==> config.mk <==
export PLATFORM = sky130hd
export DESIGN_NAME = i2c_tgt_status
export DESIGN_NICKNAME = d
export VERILOG_FILES = /design/src/rtl/i2c_tgt_pkg.sv /design/src/rtl/i2c_tgt_sync.sv /design/src/rtl/i2c_tgt_engine.sv /design/src/rtl/i2c_tgt_hostregs.sv /design/src/rtl/i2c_tgt_status.sv
export SDC_FILE = /design/constraint.sdc
export NUM_CORES = 1
export LEC_CHECK = 0
export BUFFER_PORTS_ARGS = -buffer_cell sky130_fd_sc_hd__clkbuf_2
export CORE_ASPECT_RATIO = 0.6
export CORE_MARGIN = 3
export CORE_UTILIZATION = 55
export CTS_CLUSTER_DIAMETER = 40
export DETAILED_ROUTE_END_ITERATION = 10
export GPL_TIMING_DRIVEN = 0
export PLACE_DENSITY = 0.76
export SYNTH_ARGS = -nofsm -noshare
export SYNTH_HDL_FRONTEND = slang
export SYNTH_HIERARCHICAL = 1
export SYNTH_SLANG_ARGS = --single-unit
==> constraint.sdc <==
create_clock -name clk -period 2.5 [get_ports clk]
set_input_delay 0.5 -clock clk [delete_from_list [all_inputs] [get_ports clk]]
set_output_delay 0.5 -clock clk [all_outputs]
set_load 0.01 [all_outputs]
==> src/rtl/i2c_tgt_pkg.sv <==
package i2c_tgt_pkg;
  localparam int BYTE_W = 8;
  localparam int ADDR_W = 7;
  localparam int CNT_W  = 4;

  // Host register selects
  localparam logic [1:0] SEL_ADDR = 2'd0;
  localparam logic [1:0] SEL_DATA = 2'd1;
  localparam logic [1:0] SEL_CTRL = 2'd2;

  // Control bit positions
  localparam int CB_FLAG  = 0;
  localparam int CB_ACK   = 1;
  localparam int CB_IFEN  = 2;
  localparam int CB_IRQEN = 3;

  // Event codes
  localparam logic [7:0] EV_W_ADDR   = 8'h60;
  localparam logic [7:0] EV_GC_ADDR  = 8'h70;
  localparam logic [7:0] EV_RX_ACK   = 8'h80;
  localparam logic [7:0] EV_RX_NACK  = 8'h88;
  localparam logic [7:0] EV_GC_ACK   = 8'h90;
  localparam logic [7:0] EV_GC_NACK  = 8'h98;
  localparam logic [7:0] EV_END      = 8'hA0;
  localparam logic [7:0] EV_R_ADDR   = 8'hA8;
  localparam logic [7:0] EV_TX_ACK   = 8'hB8;
  localparam logic [7:0] EV_TX_NACK  = 8'hC0;
  localparam logic [7:0] EV_TX_LAST  = 8'hC8;
  localparam logic [7:0] EV_NONE     = 8'hF8;

  typedef enum logic [2:0] {
    ST_IDLE, ST_ADDR, ST_AACK, ST_RX, ST_RACK, ST_TX, ST_TACK, ST_THOLD
  } tgt_state_e;
endpackage

==> src/rtl/i2c_tgt_sync.sv <==
module i2c_tgt_sync #(
  parameter int STAGES = 2
) (
  input  logic clk,
  input  logic rst_n,
  input  logic scl_i,
  input  logic sda_i,
  output logic sda_s_o,
  output logic scl_rise_o,
  output logic scl_fall_o,
  output logic start_o,
  output logic stop_o
);
  logic [STAGES-1:0] scl_ff, sda_ff;
  logic scl_prev, sda_prev;
  logic scl_s, sda_s;

  assign scl_s = scl_ff[STAGES-1];
  assign sda_s = sda_ff[STAGES-1];

  always_ff @(posedge clk or negedge rst_n) begin
    if (!rst_n) begin
      scl_ff   <= '1;
      sda_ff   <= '1;
      scl_prev <= 1'b1;
      sda_prev <= 1'b1;
    end else begin
      scl_ff   <= {scl_ff[STAGES-2:0], scl_i};
      sda_ff   <= {sda_ff[STAGES-2:0], sda_i};
      scl_prev <= scl_s;
      sda_prev <= sda_s;
    end
  end

  assign sda_s_o    = sda_s;
  assign scl_rise_o = !scl_prev && scl_s;
  assign scl_fall_o = scl_prev && !scl_s;
  assign start_o    = scl_prev && scl_s && sda_prev && !sda_s;
  assign stop_o     = scl_prev && scl_s && !sda_prev && sda_s;
endmodule

==> src/rtl/i2c_tgt_engine.sv <==
module i2c_tgt_engine
  import i2c_tgt_pkg::*;
(
  input  logic              clk,
  input  logic              rst_n,
  input  logic              if_en_i,
  input  logic              ack_en_i,
  input  logic              gc_en_i,
  input  logic [ADDR_W-1:0] own_addr_i,
  input  logic              flag_i,
  input  logic [BYTE_W-1:0] data_reg_i,
  input  logic              sda_s_i,
  input  logic              scl_rise_i,
  input  logic              scl_fall_i,
  input  logic              start_det_i,
  input  logic              stop_det_i,
  output logic              sda_oe_o,
  output logic              scl_oe_o,
  output logic              evt_valid_o,
  output logic [7:0]        evt_code_o,
  output logic              rx_load_o,
  output logic [BYTE_W-1:0] rx_byte_o
);
  tgt_state_e        state_q, state_d;
  logic [CNT_W-1:0]  cnt_q, cnt_d;
  logic [BYTE_W-1:0] sh_q, sh_d;
  logic sda_oe_q, sda_oe_d, rw_q, rw_d, gc_q, gc_d, mack_q, mack_d, acked_q, acked_d;
  logic addressed, hit_own, hit_gc;

  assign addressed = (state_q != ST_IDLE) && (state_q != ST_ADDR);
  assign hit_own   = (sh_q[BYTE_W-1:1] == own_addr_i) && (sh_q[BYTE_W-1:1] != '0);
  assign hit_gc    = (sh_q[BYTE_W-1:1] == '0) && gc_en_i && !sh_q[0];

  always_comb begin
    state_d = state_q; cnt_d = cnt_q; sh_d = sh_q; sda_oe_d = sda_oe_q;
    rw_d = rw_q; gc_d = gc_q; mack_d = mack_q; acked_d = acked_q;
    evt_valid_o = 1'b0; evt_code_o = EV_NONE; rx_load_o = 1'b0; rx_byte_o = sh_q;
    if (!if_en_i) begin
      state_d = ST_IDLE; sda_oe_d = 1'b0;
    end else if (start_det_i || stop_det_i) begin
      if (addressed) begin evt_valid_o = 1'b1; evt_code_o = EV_END; end
      state_d  = start_det_i ? ST_ADDR : ST_IDLE;
      cnt_d    = '0;
      sda_oe_d = 1'b0;
    end else begin
      unique case (state_q)
        ST_ADDR, ST_RX: begin
          if (scl_rise_i) begin
            sh_d  = {sh_q[BYTE_W-2:0], sda_s_i};
            cnt_d = cnt_q + 1'b1;
          end else if (scl_fall_i && cnt_q == CNT_W'(BYTE_W)) begin
            if (state_q == ST_ADDR) begin
              if (ack_en_i && (hit_own || hit_gc)) begin
                state_d = ST_AACK; sda_oe_d = 1'b1;
                rw_d = sh_q[0]; gc_d = hit_gc;
                evt_valid_o = 1'b1;
                evt_code_o  = hit_gc ? EV_GC_ADDR : (sh_q[0] ? EV_R_ADDR : EV_W_ADDR);
              end else begin
                state_d = ST_IDLE;
              end
            end else begin
              rx_load_o = 1'b1; acked_d = ack_en_i; sda_oe_d = ack_en_i;
              evt_valid_o = 1'b1; state_d = ST_RACK;
              if (gc_q) evt_code_o = ack_en_i ? EV_GC_ACK : EV_GC_NACK;
              else      evt_code_o = ack_en_i ? EV_RX_ACK : EV_RX_NACK;
            end
          end
        end
        ST_AACK: if (scl_fall_i) begin
          cnt_d = '0;
          if (rw_q) begin
            state_d = ST_TX; sh_d = data_reg_i; sda_oe_d = !data_reg_i[BYTE_W-1];
          end else begin
            state_d = ST_RX; sda_oe_d = 1'b0;
          end
        end
        ST_RACK: if (scl_fall_i) begin
          sda_oe_d = 1'b0; cnt_d = '0;
          state_d  = acked_q ? ST_RX : ST_IDLE;
        end
        ST_TX: if (scl_fall_i) begin
          if (cnt_q == CNT_W'(BYTE_W - 1)) begin
            sda_oe_d = 1'b0; state_d = ST_TACK;
          end else begin
            sh_d = {sh_q[BYTE_W-2:0], 1'b0}; cnt_d = cnt_q + 1'b1;
            sda_oe_d = !sh_q[BYTE_W-2];
          end
        end
        ST_TACK: begin
          if (scl_rise_i) mack_d = !sda_s_i;
          else if (scl_fall_i) begin
            evt_valid_o = 1'b1;
            if (!mack_q)        begin evt_code_o = EV_TX_NACK; state_d = ST_IDLE;  end
            else if (!ack_en_i) begin evt_code_o = EV_TX_LAST; state_d = ST_IDLE;  end
            else                begin evt_code_o = EV_TX_ACK;  state_d = ST_THOLD; end
          end
        end
        ST_THOLD: if (!flag_i) begin
          state_d = ST_TX; cnt_d = '0; sh_d = data_reg_i;
          sda_oe_d = !data_reg_i[BYTE_W-1];
        end
        default: ;
      endcase
    end
  end

  always_ff @(posedge clk or negedge rst_n) begin
    if (!rst_n) begin
      state_q <= ST_IDLE; cnt_q <= '0; sh_q <= '0; sda_oe_q <= 1'b0;
      rw_q <= 1'b0; gc_q <= 1'b0; mack_q <= 1'b0; acked_q <= 1'b0;
    end else begin
      state_q <= state_d; cnt_q <= cnt_d; sh_q <= sh_d; sda_oe_q <= sda_oe_d;
      rw_q <= rw_d; gc_q <= gc_d; mack_q <= mack_d; acked_q <= acked_d;
    end
  end

  assign sda_oe_o = sda_oe_q;
  assign scl_oe_o = flag_i && (state_q != ST_IDLE);

  a_r10_quiet_when_off: assert property (@(posedge clk) disable iff (!rst_n)
    !if_en_i |=> !sda_oe_o);
  a_r3_idle_silent: assert property (@(posedge clk) disable iff (!rst_n)
    (state_q == ST_IDLE && !start_det_i && !stop_det_i) |-> !evt_valid_o);
  a_r6_stop_releases: assert property (@(posedge clk) disable iff (!rst_n)
    stop_det_i |=> (!sda_oe_o && !scl_oe_o));
endmodule

==> src/rtl/i2c_tgt_hostregs.sv <==
module i2c_tgt_hostregs
  import i2c_tgt_pkg::*;
(
  input  logic              clk,
  input  logic              rst_n,
  input  logic              wr_en_i,
  input  logic [1:0]        wr_sel_i,
  input  logic [BYTE_W-1:0] wr_data_i,
  input  logic              evt_valid_i,
  input  logic [7:0]        evt_code_i,
  input  logic              rx_load_i,
  input  logic [BYTE_W-1:0] rx_byte_i,
  output logic [ADDR_W-1:0] own_addr_o,
  output logic              gc_en_o,
  output logic              ack_en_o,
  output logic              if_en_o,
  output logic              irq_en_o,
  output logic              flag_o,
  output logic [7:0]        status_o,
  output logic [BYTE_W-1:0] data_o
);
  logic [BYTE_W-1:0] addr_q, addr_d, data_q, data_d;
  logic [7:0] code_q, code_d;
  logic flag_q, flag_d, ack_q, ack_d, ifen_q, ifen_d, irqen_q, irqen_d;
  logic wr_ctrl, clr_req;

  assign wr_ctrl = wr_en_i && (wr_sel_i == SEL_CTRL);
  assign clr_req = wr_ctrl && wr_data_i[CB_FLAG];

  always_comb begin
    addr_d = addr_q; data_d = data_q; code_d = code_q; flag_d = flag_q;
    ack_d = ack_q; ifen_d = ifen_q; irqen_d = irqen_q;
    if (wr_en_i && wr_sel_i == SEL_ADDR) addr_d = wr_data_i;
    if (wr_en_i && wr_sel_i == SEL_DATA) data_d = wr_data_i;
    if (rx_load_i) data_d = rx_byte_i;
    if (wr_ctrl) begin
      ack_d = wr_data_i[CB_ACK]; ifen_d = wr_data_i[CB_IFEN]; irqen_d = wr_data_i[CB_IRQEN];
    end
    if (clr_req) flag_d = 1'b0;
    if (evt_valid_i) begin flag_d = 1'b1; code_d = evt_code_i; end
  end

  always_ff @(posedge clk or negedge rst_n) begin
    if (!rst_n) begin
      addr_q <= '0; data_q <= '0; code_q <= EV_NONE; flag_q <= 1'b0;
      ack_q <= 1'b0; ifen_q <= 1'b0; irqen_q <= 1'b0;
    end else begin
      addr_q <= addr_d; data_q <= data_d; code_q <= code_d; flag_q <= flag_d;
      ack_q <= ack_d; ifen_q <= ifen_d; irqen_q <= irqen_d;
    end
  end

  assign own_addr_o = addr_q[BYTE_W-1:1];
  assign gc_en_o    = addr_q[0];
  assign ack_en_o   = ack_q;
  assign if_en_o    = ifen_q;
  assign irq_en_o   = irqen_q;
  assign flag_o     = flag_q;
  assign status_o   = flag_q ? code_q : EV_NONE;
  assign data_o     = data_q;

  a_r8_flag_sticky: assert property (@(posedge clk) disable iff (!rst_n)
    (flag_q && !clr_req) |=> flag_q);
  a_r8_flag_set: assert property (@(posedge clk) disable iff (!rst_n)
    evt_valid_i |=> flag_q);
  a_r5_rx_store: assert property (@(posedge clk) disable iff (!rst_n)
    rx_load_i |=> (data_q == $past(rx_byte_i)));
endmodule

==> src/rtl/i2c_tgt_status.sv <==
module i2c_tgt_status
  import i2c_tgt_pkg::*;
#(
  parameter int SYNC_STAGES = 2
) (
  input  logic       clk,
  input  logic       rst_n,
  input  logic       scl_i,
  input  logic       sda_i,
  output logic       scl_oe_o,
  output logic       sda_oe_o,
  input  logic       wr_en_i,
  input  logic [1:0] wr_sel_i,
  input  logic [7:0] wr_data_i,
  output logic [7:0] data_o,
  output logic [7:0] status_o,
  output logic       flag_o,
  output logic       irq_o
);
  logic sda_s, scl_rise, scl_fall, start_det, stop_det;
  logic gc_en, ack_en, if_en, irq_en, flag;
  logic [ADDR_W-1:0] own_addr;
  logic evt_valid, rx_load;
  logic [7:0] evt_code;
  logic [BYTE_W-1:0] rx_byte, data_reg;

  i2c_tgt_sync #(.STAGES(SYNC_STAGES)) u_sync (
    .clk(clk), .rst_n(rst_n), .scl_i(scl_i), .sda_i(sda_i),
    .sda_s_o(sda_s), .scl_rise_o(scl_rise), .scl_fall_o(scl_fall),
    .start_o(start_det), .stop_o(stop_det));

  i2c_tgt_engine u_engine (
    .clk(clk), .rst_n(rst_n), .if_en_i(if_en), .ack_en_i(ack_en), .gc_en_i(gc_en),
    .own_addr_i(own_addr), .flag_i(flag), .data_reg_i(data_reg), .sda_s_i(sda_s),
    .scl_rise_i(scl_rise), .scl_fall_i(scl_fall), .start_det_i(start_det),
    .stop_det_i(stop_det), .sda_oe_o(sda_oe_o), .scl_oe_o(scl_oe_o),
    .evt_valid_o(evt_valid), .evt_code_o(evt_code), .rx_load_o(rx_load),
    .rx_byte_o(rx_byte));

  i2c_tgt_hostregs u_regs (
    .clk(clk), .rst_n(rst_n), .wr_en_i(wr_en_i), .wr_sel_i(wr_sel_i),
    .wr_data_i(wr_data_i), .evt_valid_i(evt_valid), .evt_code_i(evt_code),
    .rx_load_i(rx_load), .rx_byte_i(rx_byte), .own_addr_o(own_addr),
    .gc_en_o(gc_en), .ack_en_o(ack_en), .if_en_o(if_en), .irq_en_o(irq_en),
    .flag_o(flag), .status_o(status_o), .data_o(data_reg));

  assign data_o = data_reg;
  assign flag_o = flag;
  assign irq_o  = flag && irq_en;
endmodule

# [Word level (Yosys, flattened, before mapping)]
# Index checks and enable logic that the tools add are counted.
[op_classes] eq_ne=36 order_cmp=0 n_shift=0 div_mod_pow=0 reduce_logical=45 muxes=84 addsub=1 multipliers=0 bitwise=3
[ops] cell="8-bit two-way mux" count=21
[ops] cell="3-bit two-way mux" count=15
[ops] cell="4-bit inequality test (second input constant)" count=9
[ops] cell="4-bit two-way mux" count=8
[ops] cell="8-bit one-hot mux with 4 select lines" count=1
[ops] cell="1-bit two-way mux" count=30
[ops] cell="1-bit logical AND" count=19
[ops] cell="3-bit one-hot mux with 6 select lines" count=1
[ops] cell="4-bit one-hot mux with 4 select lines" count=1
[ops] cell="8-bit one-hot mux with 2 select lines" count=1
[ops] cell="7-bit two-way mux" count=2
[ops] cell="7-bit AND reduction" count=2
[ops] cell="3-bit equality test (second input constant)" count=4
[ops] cell="10-bit AND reduction" count=1
[ops] cell="3-bit by 1-bit inequality test with 1-bit output (second input constant)" count=3
[ops] cell="9-bit AND reduction" count=1
[ops] cell="8-bit inequality test (second input constant)" count=1
[ops] cell="8-bit AND reduction" count=1
[ops] cell="7-bit equality test" count=1
[ops] cell="1-bit zero test" count=7
[ops] cell="7-bit zero test" count=1
[ops] cell="7-bit inequality test (second input constant)" count=1
[ops] cell="7-bit nonzero test" count=1
[ops] cell="3-bit by 2-bit equality test with 1-bit output (second input constant)" count=2
[ops] cell="other kinds (24)" count=35
[word_totals] rom_bits=0 regBits=54 elab_cells=188 input_bits=15 memories=0 out_inout_bits=20 ram_bits=0 latch_bits=0

# [Longest topological paths before layout]
[logic_depth] word_depth=13 ltp_mapped=8 mapped_depth_nobuf=8

# [Modules after synthesis]
# The synthesis kept the hierarchy.
[by_module_without_submodules] mod="i2c_tgt_engine" seq_area_each_um2=500.5 area_per_inst_um2=1791.7 instances=1 cells_per_inst=210
[by_module_without_submodules] mod="i2c_tgt_hostregs" seq_area_each_um2=706.9 area_per_inst_um2=1202.4 instances=1 cells_per_inst=97
[by_module_without_submodules] mod="i2c_tgt_sync" seq_area_each_um2=157.7 area_per_inst_um2=190.2 instances=1 cells_per_inst=10
[by_module_without_submodules] mod="i2c_tgt_status" seq_area_each_um2=0.0 area_per_inst_um2=6.3 instances=1 cells_per_inst=1

# [Worst setup path after synthesis]
# OpenSTA, ideal clock, no wires.
[synth_path] path_type="register to register" from="register u_sync.sda_ff[1]" to="register u_regs.data_q[1] (netlist: u_regs/data_o[1])" n_path_buf=1 slack_ps=396 synth_period_minus_slack_ps=2104 arrival_time_ps=1982 stages_incl_launch_ff=8 t_required_ps=2378 setup_time_ps=122 path_cell_list="dfstp_2 and4b_1 nor2_2 and2_0 and3_1 clkbuf_1 nor2b_1 a21oi_1"
[synth_via] elab_chain_cells=6 elab_cells_between_ends=8 cone_classes="3 x mux; 5 x reduce/logical"
[synth_lines] element="from (decl)" line="i2c_tgt_sync.sv:14" source="logic [STAGES-1:0] scl_ff, sda_ff;"
[synth_lines] element="from (signal assigned)" line="i2c_tgt_sync.sv:29" source="sda_ff <= {sda_ff[STAGES-2:0], sda_i};"
[synth_lines] element="1-bit zero test *" line="i2c_tgt_sync.sv:38" source="assign start_o = scl_prev && scl_s && sda_prev && !sda_s;"
[synth_lines] element="1-bit logical AND *" line="i2c_tgt_sync.sv:38"
[synth_lines] element="named net start_det" line="i2c_tgt_status.sv:20" source="logic sda_s, scl_rise, scl_fall, start_det, stop_det;"
[synth_lines] element="1-bit logical OR *" line="i2c_tgt_engine.sv:40" source="end else if (start_det_i || stop_det_i) begin"
[synth_lines] element="1-bit two-way mux *" line="i2c_tgt_engine.sv:40"
[synth_lines] element="1-bit two-way mux *" line="i2c_tgt_engine.sv:38" source="if (!if_en_i) begin"
[synth_lines] element="named net rx_load" line="i2c_tgt_status.sv:23" source="logic evt_valid, rx_load;"
[synth_lines] element="8-bit two-way mux or 2-bit nonzero test (tied branches)"
[synth_lines] element="to (signal assigned)" line="i2c_tgt_hostregs.sv:48" source="addr_q <= addr_d; data_q <= data_d; code_q <= code_d; flag_q <= flag_d;"
[synth_lines] element="to (decl)" line="i2c_tgt_hostregs.sv:22" source="logic [BYTE_W-1:0] addr_q, addr_d, data_q, data_d;"
# Mark *: on every way through the listed nets, which the timed path passes. The rest lies on a longest branch.
# A chain may end at the register's enable or synchronous reset.

# [Worst setup path in the final report]
[layout_path] from="register u_sync.sda_ff[1]" to="register u_regs.data_q[2] (netlist: u_regs/data_o[2])"
# The elaborated chain is that of the path after synthesis.

==> results.md <==
- Dominant combinational cell family by area after synthesis: simple AND/OR/NAND/NOR gates
- Unrepaired setup endpoints after global routing: no
- Effective utilization at floorplan: 59.9%
- XOR/XNOR share of the synthesized area: 1.92%
- Clock Pin Slew Worst Setup and Hold Paths: 0.10 ns
- Syn. warnings: 6
- FILL cells: 456
- Cell taking the most area after synthesis: dfrtp_1
- Clk sink count: 54
- Total congestion overflow after global routing: 0
- Sum of internal, switching and leakage power: 0.00211 W
- Number of placement rows: 20
- Global router's overall resource usage: 23.8%
- Share of layout cells above drive strength 1: 32.8%
- Post-Route WL: 7.84 mm
- Adder and majority gate portion of the synthesized area: 0.784%
- Residual antenna-violating net count after detailed routing: 0
- Overall die area: 6780 sq um
- Register-to-register setup slack: 0.11 ns
- TritonCTS clock tree: done
- Worst Tran Pin Value: 0.693 ns
- Total number of vias: 2629
- Mux share of post-synthesis cell area: 13.6%
- Total instance count after detailed placement: 431
- Max-slew violation count: 0
- First-pass GRT wire length: 12.7 mm
- Fraction of the mapped netlist area in compound gates: 15.3%
- Worst-case vdd ir drop: 304 uV
- Highest Clock Rate: 418 MHz
- Crit end category: register
- Most instantiated library cell after synthesis: dfrtp_1
- Startpoint of the lowest-slack register-to-register path: u_sync/sda_ff[1]
- H-Tree Depth: 2
- Crit path max fanout: 10
- Worst clock skew on the final layout: 0.00750 ns
- Final count of hold timing violations: 0
- Final period utilization: 95.7%
- Max-Slew Margin vs Limit: 53.4%
- Final std cell area, no fill: 3670 sq um
- Count of flip-flops with a built-in enable after synthesis: 0
- Number of inserted diodes: 0
- Placed wire-length estimate after detailed placement: 5.68 mm
- Crit start category: register
- CTS Buffer Depth: 2
- DIE HEIGHT: 65.0 microns
- Largest net degree at the start of global routing: 55
- Setup violators final: 0
- IO Count: 35
- Port Buffers: 34
- Async set-reset flop share out of synthesis: 100%
- Detailed-router iteration count before antenna repair: 5
- Clock buffer count from CTS: 5
- Simple-gate area share of the yosys netlist: 21.4%
- Leading post-synthesis cells by instance count: dfrtp_1, nand2_1, a21oi_1
- Number of antenna violations at the first check in global routing: 0
- Average wire per standard cell: 17.6 microns
- Number of standard cells after synthesis: 318
- Gp weighted congestion: 0.950
- Core Region: 5330 sq um
- Area grow syn2layout: 15.0%
- Worst flop-to-flop path endpoint: u_regs/data_o[2]
- Die width: 104 microns
- Hold buffer count at cts: 0
- Worst min-delay path category: primary input to async pin
- Post-synthesis instance area: 3190 sq um
- DRC marker count from the first detailed-route iteration: 262
- Run status: complete, no violations
- Signal arrival time at the worst endpoint: 2.59 ns
- Leakage power summed over all cells: 1.65 nW
- Distinct cell type count of the synthesized netlist: 64
- Count of unresolved DRC violations after routing: 0
- Power density cells: 574 nW/um^2
- Sequential fraction of the synthesis area: 42.8%
- Drt via density: 5.89
- Worst Reg2Reg Path Length in Cells: 7
- Area share of the largest cell type after synthesis: 33.7%
- Kind of critical path: register to register
- Total Neg Setup Slack: 0 ns
- Synth Area per Inst: 10.0 sq um
- Crit path time final: 2.39 ns
- Worst-skew pair later-pin latency: 0.31 ns
- Biggest area contributors in the synthesized netlist: dfrtp_1, mux2_2, dfstp_2
- Final nets: 385
- WP data required: 2.70 ns
- Top FF cell, synth: dfrtp_1
- Max capacitance violation total: 0
- Root buffer selected by CTS: clkbuf_8
- Number of global-route vias before repair: 2358
- Total of flip-flops plus latches after synthesis: 54
- Non-filler instance count after layout: 446
- Total placed instance area: 3460 sq um
## sequential cells by signal (all words and copies together) (netlist names)
| signal | flops |
|---|---|
| u_engine/acked_q | 1 |
| u_engine/cnt_q | 4 |
| u_engine/gc_q | 1 |
| u_engine/mack_q | 1 |
| u_engine/rw_q | 1 |
| u_engine/rx_byte_o | 8 |
| u_engine/sda_oe_o | 1 |
| u_engine/state_q | 3 |
| u_regs/ack_en_o | 1 |
| u_regs/addr_q | 8 |
| u_regs/code_q | 8 |
| u_regs/data_o | 8 |
| u_regs/flag_o | 1 |
| u_regs/if_en_o | 1 |
| u_regs/irq_en_o | 1 |
| u_sync/scl_ff | 2 |
| u_sync/scl_prev | 1 |
| u_sync/sda_ff | 2 |
| u_sync/sda_prev | 1 |
## cell type report
class / count / area [sq um] / area share (%)
Timing Repair Buffer: 41 / 235 / 6.41
Inverter: 8 / 30.0 / 0.819
Multi-Input combinational cell: 241 / 1730 / 47.3
Tap cell: 77 / 96.3 / 2.63
Clock buffer: 7 / 96.3 / 2.63
Buffer: 17 / 103 / 2.80
Clock inverter: 1 / 8.76 / 0.239
Sequential cell: 54 / 1370 / 37.2
## report_power, final
part / internal [W] / leakage, nW / total (W) / switching, W
clock network: 0.000255 / 0.0544 / 0.000543 / 0.000289
logic: 0.000205 / 0.924 / 0.000431 / 0.000226
registers: 0.00101 / 0.673 / 0.00113 / 0.000122
total: 0.00147 / 1.65 / 0.00211 / 0.000636
## through the flow
stage          worst slack (ns)  hold slack, ns  util, %
2_1_floorplan             0.396           0.204        -
3_3_place_gp             -0.223           0.346     65.0
3_5_place_dp             -0.239           0.347     65.0
4_1_cts                  0.0118           0.257     67.1
5_1_grt                 0.00685          0.0864     68.8
6_report                  0.107          0.0858     68.8
## per-layer routing
layer | GRT usage (%) | wire length (microns) | vias to the layer above
met5 | 0 | 0 | -
met4 | 3.98 | 31 | 0
met3 | 6.77 | 857 | 6
met2 | 31.6 | 3090 | 137
met1 | 38.0 | 3860 | 1240
li1 | - | - | 1246
## worst max-delay path, stage by stage (launching register included)
cell and delay [ns]:
dfstp_2 0.59, and4b_1 0.26, nor2_4 0.24, and2_1 0.34
and3_2 0.34, clkbuf_2 0.28, nor2b_1 0.17, a21oi_1 0.05
## layout by cell type, fill, tap and decap left out, types with 4 or more instances in the layout
cell type,n
and2_1,7
buf_2,7
nor3_1,6
nand3b_1,6
a21oi_1,29
clkbuf_2,34
xor2_1,7
dfstp_2,11
nand2_1,31
inv_1,8
nand4_1,4
dfrtp_1,43
clkbuf_8,7
nor2b_1,12
nor2_1,9
nand2b_1,11
buf_4,10
o21ai_0,12
mux2_4,8
mux2_2,27
## worst max-delay path by stage
| stage | start | end | slack, ns | depth (start not counted) |
|---|---|---|---|---|
| floorplan | u_sync/sda_ff[1] | u_regs/data_o[1] | 0.40 | 7 |
| global placement | u_sync/sda_ff[1] | u_regs/data_o[1] | -0.22 | 7 |
| detailed placement | u_sync/sda_ff[1] | u_regs/data_o[6] | -0.24 | 7 |
| CTS | u_engine/rx_byte_o[5] | u_regs/code_q[2] | 0.01 | 7 |
| global route | u_sync/scl_prev | u_regs/code_q[2] | 0.007 | 8 |
| finish | u_sync/sda_ff[1] | u_regs/data_o[2] | 0.11 | 7 |
## timing repair
| action | in CTS | in global routing |
|---|---|---|
| pin swaps | 1 | 4 |
| gates cloned | 0 | 0 |
| setup endpoints to repair | 9 | 16 |
| gates resized for setup | 3 | 6 |
| buffers inserted | 0 | 6 |
## cell families after synthesis
family,after synthesis
other,1
flip-flops,54
multiplexers,36
AO/OA/AOI/OAI,76
buffers and inverters,25
adder cells (fa/ha/maj),2
AND/OR/NAND/NOR,117
XOR/XNOR,7
(Power assumes the default switching activity.)
